==> config.mk <==
export PLATFORM = sky130hd
export DESIGN_NAME = hyst_sample_fifo
export DESIGN_NICKNAME = d
export VERILOG_FILES = /design/src/rtl/shf_pkg.sv /design/src/rtl/shf_store.sv /design/src/rtl/shf_flag.sv /design/src/rtl/shf_ready.sv /design/src/rtl/hyst_sample_fifo.sv
export SDC_FILE = /design/constraint.sdc
export NUM_CORES = 2
export LEC_CHECK = 0
export CAP_MARGIN = 20
export CORE_ASPECT_RATIO = 0.5
export CORE_MARGIN = 2
export CORE_UTILIZATION = 41
export CTS_BUF_LIST = sky130_fd_sc_hd__clkbuf_4
export CTS_CLUSTER_DIAMETER = 120
export DETAILED_ROUTE_END_ITERATION = 8
export DONT_BUFFER_PORTS = 1
export HOLD_SLACK_MARGIN = 0.12
export PLACE_DENSITY = 0.56
export SKIP_LAST_GASP = 1
export SYNTH_ARGS = -nofsm -noshare
export SYNTH_HDL_FRONTEND = slang
export SYNTH_SLANG_ARGS = --single-unit
export TNS_END_PERCENT = 30
==> constraint.sdc <==
create_clock -name clk -period 3.45 [get_ports clk]
set_input_delay 0.1725 -clock clk [delete_from_list [all_inputs] [get_ports clk]]
set_output_delay 0.1725 -clock clk [all_outputs]
set_load 0.01 [all_outputs]
==> src/rtl/shf_pkg.sv <==
package shf_pkg;
  localparam int LO_W = 8;
  typedef logic [1:0] rdy_mode_t;
  localparam rdy_mode_t RDY_HYST = 2'b11;
endpackage

==> src/rtl/shf_store.sv <==
module shf_store #(
  parameter  int DATA_W = 16,
  parameter  int DEPTH  = 256,
  localparam int PTR_W  = $clog2(DEPTH),
  localparam int CNT_W  = PTR_W + 1
) (
  input  logic              clk,
  input  logic              rst_n,
  input  logic              clr,
  input  logic              wr_go,
  input  logic              rd_go,
  input  logic [DATA_W-1:0] wr_word,
  output logic [CNT_W-1:0]  depth,
  output logic [CNT_W-1:0]  depth_nxt,
  output logic              full,
  output logic              empty,
  output logic [DATA_W-1:0] rd_word
);
  localparam logic [CNT_W-1:0] FULL_CNT = CNT_W'(DEPTH);

  logic [DATA_W-1:0] mem [DEPTH];
  logic [PTR_W-1:0]  wp_q, wp_d, rp_q, rp_d;
  logic [CNT_W-1:0]  cnt_q, cnt_d;
  logic [DATA_W-1:0] rd_q, rd_d;

  always_comb begin
    wp_d  = wp_q;
    rp_d  = rp_q;
    cnt_d = cnt_q;
    rd_d  = rd_q;
    if (clr) begin
      wp_d  = '0;
      rp_d  = '0;
      cnt_d = '0;
      rd_d  = '0;
    end else begin
      if (wr_go) wp_d = wp_q + PTR_W'(1);
      if (rd_go) begin
        rp_d = rp_q + PTR_W'(1);
        rd_d = mem[rp_q];
      end
      if (wr_go && !rd_go)      cnt_d = cnt_q + CNT_W'(1);
      else if (rd_go && !wr_go) cnt_d = cnt_q - CNT_W'(1);
    end
  end

  always_ff @(posedge clk or negedge rst_n) begin
    if (!rst_n) begin
      wp_q  <= '0;
      rp_q  <= '0;
      cnt_q <= '0;
      rd_q  <= '0;
    end else begin
      wp_q  <= wp_d;
      rp_q  <= rp_d;
      cnt_q <= cnt_d;
      rd_q  <= rd_d;
    end
  end

  always_ff @(posedge clk) begin
    if (wr_go && !clr) mem[wp_q] <= wr_word;
  end

  assign depth     = cnt_q;
  assign depth_nxt = cnt_d;
  assign full      = (cnt_q == FULL_CNT);
  assign empty     = (cnt_q == '0);
  assign rd_word   = rd_q;

  // the count never exceeds the capacity
  a_r2_count_bound: assert property (@(posedge clk) disable iff (!rst_n)
    cnt_q <= FULL_CNT);
  // a powerdown cycle leaves the buffer empty
  a_r12_flush: assert property (@(posedge clk) disable iff (!rst_n)
    clr |=> (cnt_q == '0));
endmodule

==> src/rtl/shf_flag.sv <==
module shf_flag (
  input  logic clk,
  input  logic rst_n,
  input  logic set,
  input  logic clr,
  output logic flag_n
);
  logic flag_q, flag_d;

  always_comb begin
    flag_d = flag_q;
    if (set)      flag_d = 1'b0;
    else if (clr) flag_d = 1'b1;
  end

  always_ff @(posedge clk or negedge rst_n) begin
    if (!rst_n) flag_q <= 1'b1;
    else        flag_q <= flag_d;
  end

  assign flag_n = flag_q;

  // a raised flag holds until a clear arrives
  a_r6_sticky: assert property (@(posedge clk) disable iff (!rst_n)
    (!flag_q && !clr) |=> !flag_q);
  // an error in the same cycle as a clear wins
  a_r6_set_wins: assert property (@(posedge clk) disable iff (!rst_n)
    set |=> !flag_q);
endmodule

==> src/rtl/shf_ready.sv <==
module shf_ready
  import shf_pkg::*;
#(
  parameter int CNT_W = 9
) (
  input  logic             clk,
  input  logic             rst_n,
  input  logic             clr,
  input  rdy_mode_t        mode,
  input  logic [CNT_W-1:0] thr_hi,
  input  logic [CNT_W-1:0] thr_lo,
  input  logic [CNT_W-1:0] depth_nxt,
  output logic             rdy_n
);
  logic rdy_q, rdy_d;
  logic hit_hi, hit_lo;

  assign hit_hi = (thr_hi != '0) && (depth_nxt >= thr_hi);
  assign hit_lo = (thr_lo != '0) && (depth_nxt <= thr_lo);

  always_comb begin
    rdy_d = rdy_q;
    if (clr)                   rdy_d = 1'b1;
    else if (mode != RDY_HYST) rdy_d = (depth_nxt == '0);
    else if (hit_hi)           rdy_d = 1'b0;
    else if (hit_lo)           rdy_d = 1'b1;
  end

  always_ff @(posedge clk or negedge rst_n) begin
    if (!rst_n) rdy_q <= 1'b1;
    else        rdy_q <= rdy_d;
  end

  assign rdy_n = rdy_q;
endmodule

==> src/rtl/hyst_sample_fifo.sv <==
module hyst_sample_fifo
  import shf_pkg::*;
#(
  parameter  int DATA_W = 16,
  parameter  int DEPTH  = 256,
  localparam int CNT_W  = $clog2(DEPTH) + 1,
  localparam int HI_W   = CNT_W - LO_W
) (
  input  logic              clk,
  input  logic              rst_n,
  input  logic              pdwn,
  input  logic              fifo_en,
  input  logic              test_en,
  input  logic [1:0]        rdy_mode,
  input  logic [CNT_W-1:0]  thr_upper,
  input  logic [CNT_W-1:0]  thr_lower,
  input  logic              wr_vld,
  input  logic [DATA_W-1:0] wr_data,
  input  logic              rd_en,
  output logic [DATA_W-1:0] rd_data,
  output logic [HI_W-1:0]   depth_hi,
  output logic [LO_W-1:0]   depth_lo,
  output logic              rdy_n,
  output logic              ovf_n,
  input  logic              ovf_clr,
  output logic              udf_n,
  input  logic              udf_clr
);
  // asynchronous assert, synchronous release
  logic [1:0] rst_pipe;
  logic       rst_s;
  always_ff @(posedge clk or negedge rst_n) begin
    if (!rst_n) rst_pipe <= 2'b00;
    else        rst_pipe <= {rst_pipe[0], 1'b1};
  end
  assign rst_s = rst_pipe[1];

  logic              live, full, empty;
  logic              wr_go, rd_go, ovf_ev, udf_ev;
  logic [CNT_W-1:0]  depth, depth_nxt;
  logic [DATA_W-1:0] wr_word, last_q, last_d;

  assign live   = fifo_en && !pdwn;
  assign wr_go  = live && wr_vld && !full;
  assign rd_go  = live && rd_en && !empty;
  assign ovf_ev = live && wr_vld && full;
  assign udf_ev = live && rd_en && empty;

  // test mode source: one above the previously stored sample
  assign wr_word = test_en ? (last_q + DATA_W'(1)) : wr_data;

  always_comb begin
    last_d = last_q;
    if (pdwn)       last_d = '0;
    else if (wr_go) last_d = wr_word;
  end

  always_ff @(posedge clk or negedge rst_s) begin
    if (!rst_s) last_q <= '0;
    else        last_q <= last_d;
  end

  shf_store #(.DATA_W(DATA_W), .DEPTH(DEPTH)) u_store (
    .clk(clk), .rst_n(rst_s), .clr(pdwn), .wr_go(wr_go), .rd_go(rd_go),
    .wr_word(wr_word), .depth(depth), .depth_nxt(depth_nxt),
    .full(full), .empty(empty), .rd_word(rd_data)
  );

  shf_flag u_ovf (.clk(clk), .rst_n(rst_s), .set(ovf_ev), .clr(ovf_clr), .flag_n(ovf_n));
  shf_flag u_udf (.clk(clk), .rst_n(rst_s), .set(udf_ev), .clr(udf_clr), .flag_n(udf_n));

  shf_ready #(.CNT_W(CNT_W)) u_ready (
    .clk(clk), .rst_n(rst_s), .clr(pdwn), .mode(rdy_mode),
    .thr_hi(thr_upper), .thr_lo(thr_lower), .depth_nxt(depth_nxt), .rdy_n(rdy_n)
  );

  assign depth_hi = depth[CNT_W-1:LO_W];
  assign depth_lo = depth[LO_W-1:0];

  // a write into a full buffer raises overflow
  a_r4_overflow: assert property (@(posedge clk) disable iff (!rst_s)
    (live && wr_vld && full && !rd_en) |=> (!ovf_n && full));
  // a read of an empty buffer raises underflow and keeps the data
  a_r5_underflow: assert property (@(posedge clk) disable iff (!rst_s)
    (live && rd_en && empty) |=> (!udf_n && $stable(rd_data)));
  // nothing moves while disabled
  a_r11_disabled: assert property (@(posedge clk) disable iff (!rst_s)
    (!fifo_en && !pdwn) |=> ($stable(depth) && $stable(rd_data)));
  // at or above the upper level, ready is asserted
  a_r7_upper: assert property (@(posedge clk) disable iff (!rst_s)
    ($past(rdy_mode) == RDY_HYST && $past(thr_upper) == thr_upper &&
     thr_upper != '0 && depth >= thr_upper) |-> !rdy_n);
  // plain mode follows not-empty
  a_r10_plain: assert property (@(posedge clk) disable iff (!rst_s)
    ($past(rdy_mode) != RDY_HYST && !$past(pdwn)) |-> (rdy_n == (depth == '0)));
  // powerdown releases ready
  a_r12_ready_off: assert property (@(posedge clk) disable iff (!rst_s)
    pdwn |=> rdy_n);
endmodule

==> impl_metrics.yaml <==
final_layout:
  fin_nets: 9261
  drive_gt1_share_pct: 37.5
  area_growth_pct: 19.0
  final_util_pct: 49.0
  finalNonFillerCells: 15184
timing:
  clock_skew_ns: 0.154
  rsz0062_at_grt: "yes"
  final-setup-viol-count: 0
  fmax_mhz: 290
  fin_crit_ns: 3.45
  slew_viol_final: 0
  relSlewSlack_pct: 14.4
  fin_crit_sh_pct: 100
  holdWs_ns: 0.274
  worst_slew_pin_slew_ns: 1.27
  fin_setup_tns_ns: 0
  hold_violations: 0
synth:
  yosysWarnings: 0
  synth_area_leaders: "edfxtp_1 77%, mux4_2 13%, mux2i_1 2.2%"
  synth_nets: 7533
  async_flop_share_pct: 1.49
  syn-cell-area_um2: 161000
  avgSynthCellArea_um2: 21.5
  synth_edf_count: 4096
  synth_top_area_share_pct: 76.5
  synth-seq-cells: 4158
  synthFlopType: "edfxtp_1"
  synth_area_leader_cell: "edfxtp_1"
  ys_types: 84
  synthCells: 7462
  ys_seq_area_share_pct: 77.5
die:
  core-area_um2: 390000
  start_util_pct: 41.2
  io_pins: 73
  die_h_um: 447
  rows: 162
  die_w_um: 889
  die_area_um2: 397000
placed_design:
  port_buffers: 0
  place.gp.congestion: 0.898
  dpl.hpwl_um: 314000
  placed_cells: 13326
detailed_routing:
  routed_wl_um: 500000
  dr.pass1.iters: 6
  wl_per_cell_um: 32.9
  ant_nets: 0
  vias: 87995
  post-route-drc-count: 0
  drt_iter0_drc: 11944
  viasPerCell: 5.80
critical_path:
  crit_chain: "buf_12 > buf_12 > buf_16 > buf_16 > buf_4 > mux4_2 > mux2_2 > o22ai_1 > nor3_1 > a211o_1 > a221o_1"
  path_max_fanout: 14
  cp-end-kind: "flop"
  cp-start-kind: "flop"
  reg2reg_from: "u_store.rp_q[0]"
  cp-startpoint: "u_store.rp_q[0]"
  criticalPathCategory: "flop to flop"
  cp_data_required_time_ns: 4.84
  crit_arrival_ns: 4.83
  crit_path_top_delay_cell: "mux4_2"
  slowest_delay_ns: 0.49
run:
  cap_violations: 0
clock_tree:
  clock-sinks: 4158
  insertion_delay_ns: 1.53
  cts_made_buffers: 926
  cts_root_buf: "clkbuf_4"
  clock_path_buffers: 4
  clkTransAtPathRegs_ns: 0.07
  htreeDepth: 6
  tritoncts: "done"
pwr:
  powerDensity_nw_per_um2: 537
  ir_drop_mv: 0.259
  leakage_uw: 0.0614
  p_total_uw: 103000
outcome:
  status: "completed"
grt:
  grt_pass1_vias: 87032
  gr-usage-all-layers_pct: 24.6
  grt_overflow_total: 0
  antenna_found_initial: 46
  grt_first_pass_wirelength_um: 685000
  grt_max_degree: 113
worst_hold_path:
  hp-class: "flop to asynchronous set/reset pin"
routing by layer:
metal	GRT usage [%]	wire length, um	vias up
met5	0	191	-
met4	7.15	13900	24
met3	7.97	57400	766
met2	36.3	222000	4847
met1	35.2	206000	46706
li1	-	-	35652
critical path, delay by kind of cell (launching register included):
kind,cells,cell delay [ns]
simple gates,1,0.08
flops,1,0.42
mux,2,0.81
compound gates,3,1.21
buf+inv,5,0.83
layout make-up:
type / count / area (um^2)
Timing Repair Buffer: 1242 / 13700
Multi-Input combinational cell: 2830 / 34300
Inverter: 32 / 129
Tap cell: 5248 / 6570
Antenna cell: 13 / 32.5
Sequential cell: 4158 / 125000
Clock inverter: 241 / 1280
Clock buffer: 1420 / 10700
Fill cell: 32122 / 199000
repair_timing:
item	CTS	global route
hold buffers	121	0
gates resized for setup	16	57
endpoints found under the hold margin	4430	0
pin swaps	5	12
gates cloned	0	7
setup buffers	3	49
setup endpoints to repair	15	401
cells in the final DEF, fill, tap and decap left out, types with 20 or more instances in the layout:
master         instances
buf_16                20
a221oi_1              50
o22ai_1               64
buf_4                807
buf_12               277
a211oi_1              48
mux2_2                23
mux4_2               906
inv_1                 28
clkinv_1             186
o221ai_1              76
o21ai_0               71
a21oi_1              138
mux2i_1              344
nand2_1              161
edfxtp_1            4096
nor2_1               243
a22o_1                56
clkbuf_4            1421
nor3_1                31
ha_1                  25
dlygate4sd3_1        114
nor2_2                81
dfrtp_1               51
nor4_1                20
nand3_1               39
a22oi_1              129
logic make-up after synthesis:
kind of cell	Yosys count	synth area share, %
fa+ha+maj	28	0.216
other cells	1	0.00233
xor+xnor	33	0.180
simple gates	710	1.99
flops	4158	77.5
compound gates	781	3.44
buf+inv	474	1.65
mux	1277	15.0
state kept, by name (all words and copies together), names as in the netlist:
name	cells
u_store.depth	9
u_store.mem	4096
u_store.wp_q	8
u_store.rp_q	8
u_udf.flag_n	1
last_q	16
u_ready.rdy_n	1
u_store.rd_word	16
u_ovf.flag_n	1
rst_pipe	2
Yosys cell counts (52+ instances only):
| library cell | n |
|---|---|
| mux4_2 | 906 |
| a21oi_1 | 153 |
| a221oi_1 | 53 |
| nand2_1 | 175 |
| buf_2 | 119 |
| a22o_1 | 56 |
| a211oi_1 | 52 |
| clkbuf_1 | 178 |
| o22ai_1 | 65 |
| buf_4 | 62 |
| edfxtp_1 | 4096 |
| nor2_1 | 327 |
| o221ai_1 | 77 |
| buf_6 | 60 |
| a22oi_1 | 131 |
| o21ai_0 | 75 |
| dfrtp_1 | 59 |
| mux2i_1 | 347 |
power breakdown:
part | internal [uW] | total, uW | switching (uW)
combinational | 3140 | 7360 | 4220
clock | 19500 | 39100 | 19600
sequential | 56000 | 56100 | 136
final timing paths:
path / to / slack, ns / cells past startpoint
worst min-delay path: u_store.depth[8] / 0.27 / 0
max in group asynchronous: u_store.rp_q[4] / 2.47 / 1
worst max-delay path: u_store.rd_word[15] / 0.0008 / 11
worst min register to register: u_store.depth[8] / 0.27 / 0
min in group clk: u_store.mem[182][8] / 0.29 / 4
worst max register to register: u_store.rd_word[15] / 0.0008 / 11
metrics by stage:
step,setup slack [ns],instance area (um^2)
after floorplan,-0.747,161000
after global placement,-0.637,177000
after detailed placement,-0.639,177000
after CTS,-0.0870,190000
after global routing,-0.182,191000
final,0.000835,191000
Note: power is estimated with default switching activity, not from simulation.
